--- config.mk ---
export PLATFORM = sky130hd
export DESIGN_NAME = pwm_bank
export DESIGN_NICKNAME = d
export VERILOG_FILES = /design/src/rtl/pwm_bank_pkg.sv /design/src/rtl/pwm_prescaler.sv /design/src/rtl/pwm_channel.sv /design/src/rtl/pwm_bank.sv
export SDC_FILE = /design/constraint.sdc
export NUM_CORES = 1
export LEC_CHECK = 0
export BUFFER_PORTS_ARGS = -buffer_cell sky130_fd_sc_hd__buf_4
export CAP_MARGIN = 20
export CORE_MARGIN = 1.5
export CORE_UTILIZATION = 50
export CTS_CLUSTER_DIAMETER = 200
export DETAILED_ROUTE_END_ITERATION = 16
export PLACE_DENSITY_LB_ADDON = 0.25
export SETUP_SLACK_MARGIN = 0.1
export SYNTH_ARGS = -nofsm -noshare
export SYNTH_HDL_FRONTEND = slang
export SYNTH_SLANG_ARGS = --single-unit
--- constraint.sdc ---
create_clock -name clk -period 7.32 [get_ports clk]
set_input_delay 0.732 -clock clk [delete_from_list [all_inputs] [get_ports clk]]
set_output_delay 0.732 -clock clk [all_outputs]
set_load 0.02 [all_outputs]
--- src/rtl/pwm_bank_pkg.sv ---
package pwm_bank_pkg;
  localparam int PRE_W   = 4;
  localparam int POL_BIT = 9;

  localparam int GLB_ENABLE  = 'h004;
  localparam int GLB_DISABLE = 'h008;
  localparam int GLB_STATUS  = 'h00C;
  localparam int GLB_FLAGS   = 'h01C;

  localparam int CH_BASE       = 'h200;
  localparam int CH_STRIDE_LG2 = 5;

  typedef enum logic [4:0] {
    OFS_MODE     = 5'h00,
    OFS_DUTY     = 5'h04,
    OFS_DUTY_STG = 5'h08,
    OFS_PRD      = 5'h0C,
    OFS_PRD_STG  = 5'h10
  } ch_ofs_e;
endpackage

--- src/rtl/pwm_prescaler.sv ---
module pwm_prescaler
  import pwm_bank_pkg::*;
#(
  parameter int NUM_CH  = 4,
  parameter int MAX_PRE = 10
) (
  input  logic                   clk,
  input  logic                   rst_n,
  input  logic [NUM_CH*PRE_W-1:0] pre_vec,
  output logic [NUM_CH-1:0]      tick_vec
);
  logic [MAX_PRE-1:0] div_q, div_d;

  always_comb div_d = div_q + MAX_PRE'(1);

  always_ff @(posedge clk or negedge rst_n) begin
    if (!rst_n) div_q <= '0;
    else        div_q <= div_d;
  end

  for (genvar g = 0; g < NUM_CH; g++) begin : g_tick
    logic [MAX_PRE-1:0] mask;
    always_comb begin
      mask        = ~({MAX_PRE{1'b1}} << pre_vec[g*PRE_W +: PRE_W]);
      tick_vec[g] = (div_q & mask) == mask;
    end
  end
endmodule

--- src/rtl/pwm_channel.sv ---
module pwm_channel
  import pwm_bank_pkg::*;
#(
  parameter int CNT_W   = 16,
  parameter int MAX_PRE = 10
) (
  input  logic             clk,
  input  logic             rst_n,
  input  logic             tick,
  input  logic             en_set,
  input  logic             dis_set,
  input  logic             wr_mode,
  input  logic             wr_duty,
  input  logic             wr_duty_stg,
  input  logic             wr_prd,
  input  logic             wr_prd_stg,
  input  logic [CNT_W-1:0] wr_val,
  input  logic             wr_pol,
  input  logic [PRE_W-1:0] wr_pre,
  output logic             pol_o,
  output logic [PRE_W-1:0] pre_o,
  output logic [CNT_W-1:0] duty_o,
  output logic [CNT_W-1:0] duty_stg_o,
  output logic [CNT_W-1:0] prd_o,
  output logic [CNT_W-1:0] prd_stg_o,
  output logic             running_o,
  output logic             new_period_o,
  output logic             wave_o
);
  localparam logic [PRE_W-1:0] PRE_LIMIT = PRE_W'(MAX_PRE);

  logic             running_q, running_d;
  logic             start_q, start_d;
  logic             stop_q, stop_d;
  logic [CNT_W-1:0] cnt_q, cnt_d;
  logic             pol_q, pol_d;
  logic [PRE_W-1:0] pre_q, pre_d;
  logic [CNT_W-1:0] duty_q, duty_d, duty_stg_q, duty_stg_d;
  logic [CNT_W-1:0] prd_q, prd_d, prd_stg_q, prd_stg_d;
  logic             duty_pend_q, duty_pend_d, prd_pend_q, prd_pend_d;
  logic [CNT_W-1:0] last_cnt;
  logic             boundary;
  logic             new_period;
  logic [PRE_W-1:0] pre_clamped;

  always_comb begin
    last_cnt    = (prd_q == '0) ? '0 : prd_q - CNT_W'(1);
    boundary    = running_q && tick && (start_q || cnt_q == last_cnt);
    pre_clamped = (wr_pre > PRE_LIMIT) ? PRE_LIMIT : wr_pre;
  end

  always_comb begin
    running_d   = running_q;
    start_d     = start_q;
    stop_d      = stop_q;
    cnt_d       = cnt_q;
    pol_d       = pol_q;
    pre_d       = pre_q;
    duty_d      = duty_q;
    prd_d       = prd_q;
    duty_stg_d  = duty_stg_q;
    prd_stg_d   = prd_stg_q;
    duty_pend_d = duty_pend_q;
    prd_pend_d  = prd_pend_q;
    new_period  = 1'b0;

    if (!running_q) begin
      if (en_set) begin
        running_d = 1'b1;
        start_d   = 1'b1;
        stop_d    = 1'b0;
      end
      if (wr_mode) begin
        pol_d = wr_pol;
        pre_d = pre_clamped;
      end
      if (wr_duty) duty_d = wr_val;
      if (wr_prd)  prd_d  = wr_val;
    end else if (dis_set) begin
      stop_d = 1'b1;
    end

    if (boundary) begin
      cnt_d   = '0;
      start_d = 1'b0;
      if (stop_q) begin
        running_d = 1'b0;
        stop_d    = 1'b0;
      end else begin
        new_period = 1'b1;
        if (duty_pend_q) begin
          duty_d      = duty_stg_q;
          duty_pend_d = 1'b0;
        end
        if (prd_pend_q) begin
          prd_d      = prd_stg_q;
          prd_pend_d = 1'b0;
        end
      end
    end else if (running_q && tick && !start_q) begin
      cnt_d = cnt_q + CNT_W'(1);
    end

    if (wr_duty_stg) begin
      duty_stg_d  = wr_val;
      duty_pend_d = 1'b1;
    end
    if (wr_prd_stg) begin
      prd_stg_d  = wr_val;
      prd_pend_d = 1'b1;
    end
  end

  always_ff @(posedge clk or negedge rst_n) begin
    if (!rst_n) begin
      running_q   <= 1'b0;
      start_q     <= 1'b0;
      stop_q      <= 1'b0;
      cnt_q       <= '0;
      pol_q       <= 1'b0;
      pre_q       <= '0;
      duty_q      <= '0;
      prd_q       <= '0;
      duty_stg_q  <= '0;
      prd_stg_q   <= '0;
      duty_pend_q <= 1'b0;
      prd_pend_q  <= 1'b0;
    end else begin
      running_q   <= running_d;
      start_q     <= start_d;
      stop_q      <= stop_d;
      cnt_q       <= cnt_d;
      pol_q       <= pol_d;
      pre_q       <= pre_d;
      duty_q      <= duty_d;
      prd_q       <= prd_d;
      duty_stg_q  <= duty_stg_d;
      prd_stg_q   <= prd_stg_d;
      duty_pend_q <= duty_pend_d;
      prd_pend_q  <= prd_pend_d;
    end
  end

  always_comb begin
    wave_o       = (running_q && !start_q && cnt_q >= duty_q) ^ pol_q;
    new_period_o = new_period;
    running_o    = running_q;
    pol_o        = pol_q;
    pre_o        = pre_q;
    duty_o       = duty_q;
    prd_o        = prd_q;
    duty_stg_o   = duty_stg_q;
    prd_stg_o    = prd_stg_q;
  end

  AST_PRE_WITHIN_LIMIT: assert property (@(posedge clk) disable iff (!rst_n)
    pre_q <= PRE_LIMIT);
  AST_CNT_INSIDE_PERIOD: assert property (@(posedge clk) disable iff (!rst_n)
    (running_q && !start_q && prd_q != '0) |-> cnt_q < prd_q);
  AST_LIVE_CHANGES_AT_BOUNDARY: assert property (@(posedge clk) disable iff (!rst_n)
    (running_q && !boundary) |=> ($stable(duty_q) && $stable(prd_q)));
  AST_DIRECT_WRITE_IGNORED: assert property (@(posedge clk) disable iff (!rst_n)
    (running_q && wr_mode) |=> ($stable(pol_q) && $stable(pre_q)));
  AST_STOP_AT_PERIOD_END: assert property (@(posedge clk) disable iff (!rst_n)
    $fell(running_q) |-> $past(stop_q && boundary));
  AST_STOPPED_IDLE_LEVEL: assert property (@(posedge clk) disable iff (!rst_n)
    $fell(running_q) |-> (wave_o == pol_q));
endmodule

--- src/rtl/pwm_bank.sv ---
module pwm_bank
  import pwm_bank_pkg::*;
#(
  parameter int NUM_CH  = 4,
  parameter int CNT_W   = 16,
  parameter int MAX_PRE = 10,
  parameter int ADDR_W  = 12,
  parameter int DATA_W  = 32
) (
  input  logic              clk,
  input  logic              rst_n,
  input  logic              bus_sel,
  input  logic              bus_wr,
  input  logic [ADDR_W-1:0] bus_addr,
  input  logic [DATA_W-1:0] bus_wdata,
  output logic [DATA_W-1:0] bus_rdata,
  output logic [NUM_CH-1:0] pwm_out
);
  localparam int IDX_W = (NUM_CH > 1) ? $clog2(NUM_CH) : 1;
  localparam logic [ADDR_W-1:0] WIN_LO = ADDR_W'(CH_BASE);
  localparam logic [ADDR_W-1:0] WIN_HI = ADDR_W'(CH_BASE + (NUM_CH << CH_STRIDE_LG2));

  logic              wr_acc, rd_acc, in_window;
  logic [ADDR_W-1:0] win_ofs;
  logic [IDX_W-1:0]  ch_idx;
  ch_ofs_e           reg_ofs;
  logic              addr_unused;

  logic [NUM_CH-1:0]       tick_vec, running_vec, new_period_vec, wave_vec;
  logic [NUM_CH-1:0]       en_set, dis_set;
  logic [NUM_CH*PRE_W-1:0] pre_vec;
  logic                    pol_arr      [NUM_CH];
  logic [PRE_W-1:0]        pre_arr      [NUM_CH];
  logic [CNT_W-1:0]        duty_arr     [NUM_CH];
  logic [CNT_W-1:0]        duty_stg_arr [NUM_CH];
  logic [CNT_W-1:0]        prd_arr      [NUM_CH];
  logic [CNT_W-1:0]        prd_stg_arr  [NUM_CH];

  logic [NUM_CH-1:0] flags_q, flags_d;
  logic [DATA_W-1:0] rdata_q, rdata_d, ch_rd;
  logic              rd_flags;
  logic              wdata_unused;

  always_comb begin
    wr_acc      = bus_sel && bus_wr;
    rd_acc      = bus_sel && !bus_wr;
    in_window   = (bus_addr >= WIN_LO) && (bus_addr < WIN_HI);
    win_ofs     = bus_addr - WIN_LO;
    ch_idx      = win_ofs[CH_STRIDE_LG2 +: IDX_W];
    reg_ofs     = ch_ofs_e'(bus_addr[CH_STRIDE_LG2-1:0]);
    addr_unused = ^win_ofs;
    wdata_unused = ^bus_wdata;
    rd_flags    = rd_acc && bus_addr == ADDR_W'(GLB_FLAGS);
    en_set      = (wr_acc && bus_addr == ADDR_W'(GLB_ENABLE))  ? bus_wdata[NUM_CH-1:0] : '0;
    dis_set     = (wr_acc && bus_addr == ADDR_W'(GLB_DISABLE)) ? bus_wdata[NUM_CH-1:0] : '0;
  end

  pwm_prescaler #(.NUM_CH(NUM_CH), .MAX_PRE(MAX_PRE)) i_prescaler (
    .clk     (clk),
    .rst_n   (rst_n),
    .pre_vec (pre_vec),
    .tick_vec(tick_vec)
  );

  for (genvar g = 0; g < NUM_CH; g++) begin : g_ch
    logic hit;
    always_comb hit = wr_acc && in_window && ch_idx == IDX_W'(g);

    pwm_channel #(.CNT_W(CNT_W), .MAX_PRE(MAX_PRE)) i_channel (
      .clk         (clk),
      .rst_n       (rst_n),
      .tick        (tick_vec[g]),
      .en_set      (en_set[g]),
      .dis_set     (dis_set[g]),
      .wr_mode     (hit && reg_ofs == OFS_MODE),
      .wr_duty     (hit && reg_ofs == OFS_DUTY),
      .wr_duty_stg (hit && reg_ofs == OFS_DUTY_STG),
      .wr_prd      (hit && reg_ofs == OFS_PRD),
      .wr_prd_stg  (hit && reg_ofs == OFS_PRD_STG),
      .wr_val      (bus_wdata[CNT_W-1:0]),
      .wr_pol      (bus_wdata[POL_BIT]),
      .wr_pre      (bus_wdata[PRE_W-1:0]),
      .pol_o       (pol_arr[g]),
      .pre_o       (pre_arr[g]),
      .duty_o      (duty_arr[g]),
      .duty_stg_o  (duty_stg_arr[g]),
      .prd_o       (prd_arr[g]),
      .prd_stg_o   (prd_stg_arr[g]),
      .running_o   (running_vec[g]),
      .new_period_o(new_period_vec[g]),
      .wave_o      (wave_vec[g])
    );

    always_comb pre_vec[g*PRE_W +: PRE_W] = pre_arr[g];
  end

  always_comb begin
    ch_rd = '0;
    unique case (reg_ofs)
      OFS_MODE: begin
        ch_rd[POL_BIT]     = pol_arr[ch_idx];
        ch_rd[PRE_W-1:0]   = pre_arr[ch_idx];
      end
      OFS_DUTY:     ch_rd = DATA_W'(duty_arr[ch_idx]);
      OFS_DUTY_STG: ch_rd = DATA_W'(duty_stg_arr[ch_idx]);
      OFS_PRD:      ch_rd = DATA_W'(prd_arr[ch_idx]);
      OFS_PRD_STG:  ch_rd = DATA_W'(prd_stg_arr[ch_idx]);
      default:      ch_rd = '0;
    endcase
  end

  always_comb begin
    flags_d = (rd_flags ? '0 : flags_q) | new_period_vec;
    rdata_d = rdata_q;
    if (rd_acc) begin
      if (in_window)                               rdata_d = ch_rd;
      else if (bus_addr == ADDR_W'(GLB_STATUS))    rdata_d = DATA_W'(running_vec);
      else if (bus_addr == ADDR_W'(GLB_FLAGS))     rdata_d = DATA_W'(flags_q);
      else                                         rdata_d = '0;
    end
  end

  always_ff @(posedge clk or negedge rst_n) begin
    if (!rst_n) begin
      flags_q <= '0;
      rdata_q <= '0;
    end else begin
      flags_q <= flags_d;
      rdata_q <= rdata_d;
    end
  end

  always_comb begin
    bus_rdata = rdata_q;
    pwm_out   = wave_vec;
  end

  AST_FLAGS_CLEARED_BY_READ: assert property (@(posedge clk) disable iff (!rst_n)
    rd_flags |=> (flags_q == $past(new_period_vec)));
  AST_ENABLE_STARTS_IDLE: assert property (@(posedge clk) disable iff (!rst_n)
    (en_set != '0) |=> ((running_vec & $past(en_set & ~running_vec)) == $past(en_set & ~running_vec)));
  AST_FLAG_ON_NEW_PERIOD: assert property (@(posedge clk) disable iff (!rst_n)
    (new_period_vec != '0) |=> ((flags_q & $past(new_period_vec)) == $past(new_period_vec)));
endmodule

Word level (Yosys, flattened, before mapping). Cells that the tools add are included.

Add/subtract/negate cells: 10. $mul: 0. Div/mod/pow operators: 0. Order comparisons: 8. Eq/ne operators: 31. Shift operators: 4. Mux-type cells: 153. Bitwise logic cells: 18. Reductions and logical operators: 98.

Operators with widths (number): $mux 16 (61); $bmux 16 s2 (4); $mux 1 (74); $add 16x1->16 const B (4); $eq 16x16->1 (4); $ge 16x16->1 (4); $logic_not 16->1 (4); $sub 16x1->16 const B (4); $logic_and 1x1->1 (51); $and 10x10->10 (4); $eq 10x10->1 (4); $not 10->10 (4); $shl 10x4->10 const A (4); $mux 4 (8); $reduce_and 2->1 (16); $reduce_bool 2->1 (16); $eq 12x4->1 const B (2); $pmux 6 s4 (1); $pmux 4 s5 (1); $pmux 5 s4 (1); $ne 2x1->1 const B (8); $eq 12x3->1 const B (1); $eq 12x5->1 const B (1); $ge 12x10->1 const B (1); 22 further kinds (40).

Bits in registers: 406. Latch bits: 0. RAM bits: 0. Memory bits (read-only): 0. Input port bits: 48. Output and inout bits: 36. Memories: 0.

Longest topological paths before layout. Gate-level depths: netlist of run 1.

Word-level depth: 10. Gate-level depth with buffers: 14.

Modules after synthesis. Synthesis of run 1 repeated with hierarchy kept, for this count alone.

Cell total of the unflattened synthesis: 2363. Area, all modules: 24911.4 sq um.

Modules (own cells, without submodules): pwm_channel (g_ch[2].i_channel ...) (instances 2, cells an instance 489, area an instance 5227.5 sq um, sequential area each 2252.2 sq um); pwm_channel (g_ch[0].i_channel ...) (instances 2, cells an instance 494, area an instance 5178.7 sq um, sequential area each 2252.2 sq um); pwm_bank (instances 1, cells an instance 311, area an instance 3365.7 sq um, sequential area each 500.5 sq um); pwm_prescaler (instances 1, cells an instance 86, area an instance 733.2 sq um, sequential area each 250.2 sq um).

Least setup slack after synthesis of run 1. Ideal clock, no wire load.

Path type: register to register. Start: reg g_ch[3].i_channel.prd_q[7]. End: reg g_ch[3].i_channel.duty_q[10]. Arrival time: 3.777 ns. Path slack: 3.415 ns. Stages on the path, launching flop included: 13. Period minus slack after synthesis: 3.905 ns. Path through: dfrtp_1 > buf_2 > or4_4 > or3_1 > buf_2 > o41a_1 > nor4_1 > nor3_1 > or3b_1 > o21a_1 > nor4b_4 > buf_6 > mux2_1.

Longest elaborated chain between the ends: 6.

RTL lines: start: declaration (RTL line pwm_channel.sv:39) `logic [CNT_W-1:0] prd_q, prd_d, prd_stg_q, prd_stg_d;`; start signal: assignment (RTL line pwm_channel.sv:136) `prd_q <= prd_d;`; $sub 16x1->16 or $logic_not 16->1 (tied branches) (RTL line pwm_channel.sv:47) `last_cnt = (prd_q == '0) ? '0 : prd_q - CNT_W'(1);`; $mux 16 * (RTL line pwm_channel.sv:47); $eq 16x16->1 * (RTL line pwm_channel.sv:48) `boundary = running_q && tick && (start_q || cnt_q == last_cnt);`; $logic_or 1x1->1 * (RTL line pwm_channel.sv:48); $logic_and 1x1->1 * (RTL line pwm_channel.sv:48); $mux 16 * (RTL line pwm_channel.sv:83) `if (boundary) begin`; named net g_ch[3].i_channel.duty_d[10] (RTL line pwm_channel.sv:38) `logic [CNT_W-1:0] duty_q, duty_d, duty_stg_q, duty_stg_d;`; end signal: assignment (RTL line pwm_channel.sv:135) `duty_q <= duty_d;`; end: declaration (RTL line pwm_channel.sv:38).

Mark *: on every way through the listed nets, which the timed path passes. The rest lies on a longest branch. A chain may end at the register's enable or synchronous reset.

Worst setup path in the final report of run 1.
Start: reg g_ch[3].i_channel.prd_q[2]. End: reg g_ch[3].i_channel.prd_q[9].

Longest elaborated chain between the ends: 6.

RTL lines (RTL line): $sub 16x1->16 or $logic_not 16->1 (tied branches) (pwm_channel.sv:47); $mux 16 * (pwm_channel.sv:47); $eq 16x16->1 * (pwm_channel.sv:48); $logic_or 1x1->1 * (pwm_channel.sv:48); $logic_and 1x1->1 * (pwm_channel.sv:48); $mux 16 * (pwm_channel.sv:83); named net g_ch[3].i_channel.prd_d[9] (pwm_channel.sv:39).

Marked as above.

==> flow_summary_export.csv, run 1 <==
group,metric,value,unit
outcome,status,"finished, final reports clean",
worst_setup_path,endpoint,"g_ch[3].i_channel.prd_o[9]",
logic_synthesis,synth_top_area_cell,"dfrtp_1",
worst_setup_path,cp_slowest_cell,"and3_1",
logic_synthesis,ys_seq_area_share,39.8,%
logic_synthesis,synth_top_area_share,39.8,%
drt,route.detailed.drc,0,
final_layout,insertedDiodeCount,0,
floorplanning,start_util,51.0,%
logic_synthesis,synthCells,2339,
worst_setup_path,crit_arrival,5.51,ns
logic_synthesis,yosysUniqueCellTypes,84,
timing,slew_viol_final,0,
worst_hold_path,hp-class,"in -> async",
logic_synthesis,synthTopCellsByArea,"dfrtp_1 40%, mux2_2 15%, mux4_2 6.3%",
global_route,track_usage,30.6,%
power,power_density,183,nW/um2
final_layout,fin_area,26900,um2
worst_setup_path,worst-r2r-cell-count,9,
placement,gp_congestion,0.890,
run,drv_cap,0,
worst_setup_path,cp-end-kind,"register",
clock_tree,cts_tree,"built",
placement,dpl.hpwl,54800,um
worst_setup_path,path_cells,"or4_1, or3_1, nor2_1, a21oi_1, o311a_1, or3b_1, o21ai_0, and3_1, mux2_2",
clock_tree,clock_sinks,390,
timing,final-setup-viol-count,0,
logic_synthesis,syn_area,24500,um2
global_route,antenna_found_initial,2,
clock_tree,cts_max_path_buffers,3,
floorplanning,dieArea,50400,um2
timing,setup_tns,0,ns
drt,via_per_inst,6.47,
global_route,grt_max_degree,186,
timing,rsz0062_at_grt,"no",
clock_tree,postCtsSetupBuffers,0,
placement,placed_cell_area,25300,um2
final_layout,layout_common_cells,"390 x dfrtp_1, 317 x mux2_2, 173 x nand2_1",
worst_setup_path,r2r_slack,2.28,ns
timing,setup_ws,2.28,ns
drt,vias,19217,
power,leakagePower,0.0126,uW
final_layout,final_util,55.9,%
clock_tree,clkTransAtPathRegs,0.06,ns
clock_tree,cts-resized-gates,0,
timing,finalHoldViolCount,0,
timing,fin_skew,0.0241,ns
logic_synthesis,yosysWarnings,0,
logic_synthesis,avgSynthCellArea,10.5,um2
final_layout,area_growth,9.64,%
timing,tightest_slew,1.23,ns
drt,wl_per_cell,25.7,um
floorplanning,rows,80,
drt,drtIter0Drc,2006,
final_layout,n_fill_cell,4062,
clock_tree,holdBufCountCts,0,
timing,period_share,68.9,%
power,irDropWorstVdd,0.000149,V
logic_synthesis,synth_edf_count,0,
clock_tree,clk_latency,0.60,ns
floorplanning,die_width,224,um
clock_tree,htree_levels,2,
global_route,grt_pass1_wl,116000,um
final_layout,fin_nets,2447,
timing,max_freq,198,MHz
timing,fin_crit,5.04,ns
placement,post-place-ws,2.35,ns
worst_setup_path,path_depth,9,
final_layout,mostFrequentLayoutCell,"dfrtp_1",
clock_tree,cts-root-buf,"clkbuf_16",
worst_setup_path,crit_type,"reg -> reg",
worst_setup_path,start_kind,"register",
floorplanning,core_area,48000,um2
drt,antenna_left,0,
timing,worst_slew_margin_rel,17.5,%
logic_synthesis,async_reset_ff_share,100,%
global_route,grt_pass1_vias,18497,
clock_tree,cts_made_buffers,45,
worst_setup_path,critPathLaunch,"g_ch[3].i_channel.prd_o[2]",
worst_setup_path,r2r-start,"g_ch[3].i_channel.prd_o[2]",
floorplanning,die_h,224,um
worst_setup_path,cp.required,7.79,ns
logic_synthesis,synth_flop_cell,"dfrtp_1",
drt,drt_first_pass_iters,6,
worst_setup_path,critPathTopFamily,"simple AND/OR/NAND/NOR gates",
logic_synthesis,synth.ff_latch_count,390,
final_layout,layout-drive-gt1-share,24.4,%
floorplanning,pin_count,84,
global_route,overflow,0,
worst_setup_path,rr_endpoint,"g_ch[3].i_channel.prd_o[9]",
worst_setup_path,critPathBufInv,0,
worst_setup_path,cpPeakStageDelay,0.96,ns
worst_setup_path,worstPathMaxFanout,16,
placement,io_buffers,51,
drt,routed_wl,76400,um
timing,whs,0.134,ns
## synthesized netlist by cell type, types with 7 or more instances
cell and count:
dfrtp_1 390, o21bai_1 8, mux2i_1 14, clkbuf_1 118, nor3_1 52, nand4_1 42
a22oi_1 30, nor2_1 134, xnor2_1 56, or2_2 7, or4_1 22, nand2b_1 26
mux2_2 317, nand3_1 44, nor3b_1 8, o21ai_0 132, a22o_1 20, inv_1 110
buf_1 14, nand3b_1 12, a31oi_1 10, a21o_1 47, mux4_2 69, nor2b_1 8
and3_1 15, or3_1 29, ha_1 77, nor4_1 43, a21oi_1 66, nand2_1 173
o31a_1 7, xor2_1 49, buf_4 23, buf_2 9, mux2_1 14
## per-stage QoR
| stage | power [uW] | cells |
|---|---|---|
| global placement | 2570 | 2887 |
| global route | 5070 | 2971 |
| detailed placement | 2580 | 2887 |
| floorplan | 2450 | 2354 |
| finish | 4920 | 2971 |
| CTS | 4940 | 2968 |
## power by group
group	switching (uW)	internal [uW]	total (uW)
clock	939	1440	2380
sequential	39.4	2180	2220
combinational	212	113	325
## kinds of logic (layout without fill, tap and decap cells)
group / count (synthesis) / count (layout) / share of synthesized area (%)
XOR/XNOR: 113 / 113 / 4.50
AND/OR/NAND/NOR: 652 / 652 / 13.7
buffers and inverters: 277 / 279 / 4.73
flip-flops: 390 / 390 / 39.8
other: 1 / 16 / 0.0153
AO/OA/AOI/OAI: 414 / 414 / 11.2
multiplexers: 414 / 414 / 22.1
adder cells (fa/ha/maj): 78 / 78 / 3.97
## layout make-up
class                      instances  area, um2  area share (%)
inverter                         110        413            1.54
tap                              615        769            2.86
clock buffer                      65       1290            4.81
sequential                       390       9760            36.3
clock inverter                    16        241           0.898
timing repair buffer              88        701            2.61
multi-input combinational       1687      13700            51.0
## worst min path at each step
stage | start | endpoint | slack (ns) | cells after the start
3_3_place_gp | i_prescaler.div_q[5] | i_prescaler.div_q[5] | 0.45 | 1
5_1_grt | rst_n | g_ch[1].i_channel.cnt_q[1] | 0.19 | 1
3_5_place_dp | i_prescaler.div_q[5] | i_prescaler.div_q[5] | 0.46 | 1
2_1_floorplan | rst_n | bus_rdata[0] | 0.44 | 0
4_1_cts | rst_n | g_ch[1].i_channel.cnt_q[1] | 0.15 | 1
6_report | rst_n | g_ch[1].i_channel.cnt_q[1] | 0.13 | 1
## registers in the layout, summed over array words and instances, names as in the netlist, 10 cells and up
name	count
g_ch.i_channel.duty_stg_o	64
g_ch.i_channel.prd_stg_o	64
g_ch.i_channel.cnt_q	64
i_prescaler.div_q	10
g_ch.i_channel.duty_o	64
bus_rdata	16
g_ch.i_channel.pre_o	16
g_ch.i_channel.prd_o	64
## metal layers
metal	global-route usage, %	up-vias	part of all wire (%)
met5	0	-	0.030
met4	13.0	4	4.5
met3	5.89	164	7.3
met2	48.0	730	46
met1	41.6	9808	42
li1	-	8511	-
(Power assumes the default switching activity.)
==> inputs of run 2 (changes only) <==
- clock period: 7.32 -> 5 ns (I/O delays scaled with it)
==> run 2 against run 1 <==
Against the previous run:
- non-clock buffer count rose by 19
- core utilization rose by 0.23 points
- maximum frequency rose by 11%
- largest cell class unchanged
- highest routed layer unchanged
==> flow_summary_export.csv, run 2 (synthesis results as in run 1) <==
group,metric,value,unit
final_layout,layout_common_cells,"390 x dfrtp_1, 317 x mux2_2, 173 x nand2_1",
final_layout,fin_nets,2466,
global_route,antenna_found_initial,5,
worst_setup_path,r2r_slack,0.46,ns
timing,worst_slew_margin_rel,24.0,%
worst_setup_path,path_depth,10,
worst_setup_path,cp.required,5.48,ns
floorplanning,start_util,51.0,%
timing,rsz0062_at_grt,"no",
final_layout,layout-drive-gt1-share,25.1,%
clock_tree,holdBufCountCts,1,
timing,fin_skew,0.0261,ns
global_route,grt_pass1_vias,18599,
global_route,grt_pass1_wl,117000,um
worst_setup_path,critPathTopFamily,"simple AND/OR/NAND/NOR gates",
timing,slew_viol_final,0,
timing,period_share,90.8,%
final_layout,fin_area,27000,um2
worst_setup_path,worstPathMaxFanout,16,
final_layout,area_growth,10.1,%
clock_tree,cts-resized-gates,0,
drt,routed_wl,77400,um
power,leakagePower,0.0127,uW
outcome,status,"finished, final reports clean",
placement,gp_congestion,0.911,
floorplanning,pin_count,84,
run,drv_cap,0,
floorplanning,die_width,224,um
timing,max_freq,220,MHz
clock_tree,clkTransAtPathRegs,0.06,ns
floorplanning,dieArea,50400,um2
drt,wl_per_cell,25.8,um
worst_setup_path,crit_type,"reg -> reg",
global_route,track_usage,30.9,%
clock_tree,cts_made_buffers,45,
timing,tightest_slew,1.14,ns
final_layout,fin_cells,2994,
worst_setup_path,critPathBufInv,1,
worst_setup_path,cpPeakStageDelay,0.78,ns
clock_tree,cts_tree,"built",
drt,route.detailed.drc,0,
worst_setup_path,cp-end-kind,"register",
worst_setup_path,crit_arrival,5.02,ns
clock_tree,cts_max_path_buffers,3,
placement,placed_cell_area,25500,um2
power,power_density,263,nW/um2
floorplanning,rows,80,
global_route,overflow,0,
worst_setup_path,r2r-start,"g_ch[3].i_channel.prd_o[3]",
drt,via_per_inst,6.45,
floorplanning,core_area,48000,um2
timing,final-setup-viol-count,0,
placement,io_buffers,51,
worst_setup_path,critPathLaunch,"g_ch[3].i_channel.prd_o[3]",
worst_setup_path,cp_slowest_cell,"or4_1",
drt,antenna_left,0,
timing,finalHoldViolCount,0,
worst_hold_path,hp-class,"in -> reg",
clock_tree,clock_sinks,390,
drt,drtIter0Drc,1980,
global_route,grt_max_degree,131,
power,irDropWorstVdd,0.000262,V
clock_tree,clk_latency,0.61,ns
drt,vias,19317,
worst_setup_path,path_cells,"or4_1, or3_1, nor2_1, a21oi_1, o311a_1, or3b_1, o21a_1, nor4b_4, buf_4, mux2_2",
worst_setup_path,endpoint,"g_ch[3].i_channel.duty_o[0]",
placement,placedCellCount,2907,
final_layout,mostFrequentLayoutCell,"dfrtp_1",
clock_tree,htree_levels,2,
floorplanning,die_h,224,um
clock_tree,cts-root-buf,"clkbuf_16",
placement,dpl.hpwl,55600,um
power,finalPower,7100,uW
timing,fin_crit,4.54,ns
final_layout,n_fill_cell,4028,
worst_setup_path,start_kind,"register",
timing,setup_tns,0,ns
worst_setup_path,rr_endpoint,"g_ch[3].i_channel.duty_o[0]",
drt,drt_first_pass_iters,6,
worst_setup_path,worst-r2r-cell-count,10,
clock_tree,postCtsSetupBuffers,0,
-- run 2: metrics by stage --
step | util, % | hold WS [ns] | worst slack (ns)
after floorplan | - | 0.204 | 1.10
after global placement | 53.0 | 0.454 | 0.540
after detailed placement | 53.0 | 0.456 | 0.512
after CTS | 56.1 | 0.247 | 0.477
after global routing | 56.2 | 0.285 | 0.248
final | 56.2 | 0.281 | 0.460
-- run 2: final cells by class --
class                   instances  area [um2]  share of cell area [%]
inverters                     110         413                    1.53
well taps                     615         769                    2.85
repair buffers                107         846                    3.13
diodes                          2        5.00                  0.0185
clock buffers                  68        1340                    4.98
clock inverters                15         160                   0.593
flip-flops and latches        390        9760                    36.2
multi-input cells            1687       13700                    50.7
-- run 2: worst min path at each step --
stage                     cells past startpoint            startpoint                         endpoint  slack [ns]
after floorplan                               0                 rst_n                     bus_rdata[0]        0.20
after global placement                        1  i_prescaler.div_q[5]             i_prescaler.div_q[5]        0.45
after detailed placement                      1  i_prescaler.div_q[5]             i_prescaler.div_q[5]        0.46
after CTS                                     2         bus_wdata[11]  g_ch[1].i_channel.prd_stg_o[11]        0.25
after global routing                          2         bus_wdata[11]  g_ch[1].i_channel.prd_stg_o[11]        0.28
final                                         2         bus_wdata[11]  g_ch[3].i_channel.prd_stg_o[11]        0.28
-- run 2: report_power, final --
part	switching [uW]	leakage, uW	internal, uW
registers	57.8	0.00523	3190
logic	315	0.00671	171
clock network	1410	0.000740	1970
total	1780	0.0127	5320
-- run 2: metal layers --
metal	global-route usage, %	vias up	wire (um)
li1	-	8557	-
met1	41.9	9741	32300
met2	48.5	821	35200
met3	4.99	194	5640
met4	15.3	4	4160
met5	0	-	83
==> inputs of run 3 (changes only) <==
- GPL_TIMING_DRIVEN: unset -> 0
- SLEW_MARGIN: unset -> 25
==> run 3 against run 2 <==
Against the previous run:
- die area stayed put
- largest power group unchanged
- worst setup slack lost 0.14 ns
- global-route usage is 1.1 points higher
- via count grew 3.4%
==> flow_summary_export.csv, run 3 (synthesis results as in run 1) <==
group,metric,value,unit
clock_tree,cts_max_path_buffers,3,
timing,period_share,93.5,%
final_layout,layout_common_cells,"390 x dfrtp_1, 317 x mux2_2, 173 x nand2_1",
floorplanning,rows,80,
global_route,grt_pass1_wl,121000,um
timing,final-setup-viol-count,0,
drt,drt_first_pass_iters,6,
final_layout,layout-drive-gt1-share,23.6,%
timing,rsz0062_at_grt,"no",
clock_tree,cts_tree,"built",
drt,route.detailed.drc,0,
floorplanning,die_width,224,um
worst_setup_path,cp.required,5.45,ns
placement,gp_congestion,1.02,
clock_tree,clock_sinks,390,
global_route,track_usage,32.0,%
run,drv_cap,0,
global_route,grt_max_degree,95,
floorplanning,die_h,224,um
outcome,status,"finished, final reports clean",
drt,met1Wirelength,33200,um
drt,vias,19970,
clock_tree,clkTransAtPathRegs,0.06,ns
clock_tree,clk_latency,0.59,ns
timing,finalHoldViolCount,0,
drt,drtIter0Drc,2037,
floorplanning,start_util,51.0,%
power,power_density,264,nW/um2
worst_setup_path,worstPathMaxFanout,10,
global_route,overflow,0,
floorplanning,core_area,48000,um2
worst_hold_path,hp-class,"in -> reg",
worst_setup_path,crit_arrival,5.13,ns
worst_setup_path,start_kind,"register",
global_route,grt_pass1_vias,19358,
timing,tightest_slew,1.14,ns
drt,via_per_inst,6.42,
clock_tree,htree_levels,2,
worst_setup_path,crit_type,"reg -> reg",
timing,worst_slew_margin_rel,23.5,%
worst_setup_path,worst-r2r-cell-count,12,
power,irDropWorstVdd,0.000267,V
clock_tree,cts_made_buffers,44,
final_layout,fin_nets,2587,
timing,setup_ws,0.325,ns
drt,routed.top_layer,"met5",
final_layout,mostFrequentLayoutCell,"dfrtp_1",
placement,post-place-ws,0.0345,ns
placement,io_buffers,49,
drt,wl_met2,36700,um
placement,dpl.hpwl,63100,um
power,leakagePower,0.0128,uW
drt,wl_per_cell,25.8,um
global_route,antenna_found_initial,2,
drt,route.met3.wl,6420,um
final_layout,area_growth,12.3,%
drt,antenna_left,0,
worst_setup_path,cp-end-kind,"register",
timing,fin_skew,0.0172,ns
floorplanning,pin_count,84,
timing,max_freq,214,MHz
clock_tree,cts-root-buf,"clkbuf_16",
worst_hold_path,holdPathStages,4,
drt,routed_wl,80100,um
timing,slew_viol_final,0,
power,finalPower,7270,uW
timing,fin_crit,4.68,ns
floorplanning,dieArea,50400,um2
[run 3: cell count changes in the layout (fill, tap and decap cells not counted), moves of 3 or more]
| cell | change |
|---|---|
| nor2_1 | +4 |
| inv_6 | +3 |
| buf_2 | +9 |
| clkbuf_1 | +110 |
| clkbuf_8 | +4 |
| buf_1 | +14 |
| buf_6 | +3 |
| buf_4 | -24 |
| bufinv_16 | +3 |
| clkinv_2 | -6 |
| buf_16 | +4 |
| nor2_2 | -4 |
[run 3: path summary, 6_finish.rpt]
kind,startpoint,endpoint,slack (ns)
worst max register to register,g_ch[3].i_channel.prd_o[2],g_ch[3].i_channel.prd_o[6],0.32
worst max-delay path,g_ch[3].i_channel.prd_o[2],g_ch[3].i_channel.prd_o[6],0.32
max in group asynchronous,rst_n,g_ch[1].i_channel.duty_o[7],3.24
worst min register to register,i_prescaler.div_q[5],i_prescaler.div_q[5],0.48
worst min-delay path,bus_wdata[10],g_ch[1].i_channel.duty_o[10],0.36
min in group asynchronous,rst_n,g_ch[0].i_channel.cnt_q[14],0.52
[run 3: cell type report]
class,instances,area [um2]
fill,4038,20500
antenna,1,2.50
buffer,167,747
inverter,110,413
sequential,390,9760
timing repair buffer,62,568
multi-input combinational,1687,13700
clock inverter,14,219
clock buffer,63,1340
tap,615,769
[run 3: through the flow]
stage / setup TNS (ns) / utilization (%) / area, um2 / std cells / hold WS (ns)
finish: 0 / 57.3 / 27500 / 3109 / 0.361
global route: 0 / 57.3 / 27500 / 3108 / 0.367
CTS: 0 / 57.1 / 27400 / 3102 / 0.339
detailed placement: 0 / 53.8 / 25900 / 3024 / 0.465
global placement: -126.25 / 53.5 / 25700 / 3018 / 0.459
floorplan: 0 / - / 24600 / 2354 / 0.204
[run 3: layer usage]
| layer | track usage, % | up-vias |
|---|---|---|
| li1 | - | 8788 |
| met1 | 43.2 | 10091 |
| met2 | 50.8 | 918 |
| met3 | 5.59 | 171 |
| met4 | 14.1 | 2 |
| met5 | 0 | - |
[run 3: power breakdown]
group	switching, uW	leakage (uW)	internal [uW]	total, uW
clock	1370	0.000767	2120	3490
sequential	44.9	0.00523	3190	3230
combinational	358	0.00686	186	544
total	1770	0.0128	5500	7270
[run 3: critical path, stage by stage, from the launching register on]
cell      delay (ns)
dfrtp_1         0.53
or4_1           0.64
clkbuf_1        0.27
or2_1           0.32
xor2_1          0.17
or4_1           0.52
o311a_1         0.15
or3b_1          0.44
o21ai_2         0.31
and3_1          0.20
buf_2           0.25
buf_2           0.33
mux2_2          0.41
[run 3: what timing repair did]
action,in CTS,in global routing
resized for setup,2,5
pin swaps,0,3
endpoints found under the hold margin,76,0
buffers inserted,0,6
gates cloned,0,0
endpoints found under the setup margin,30,78
hold buffers,1,0
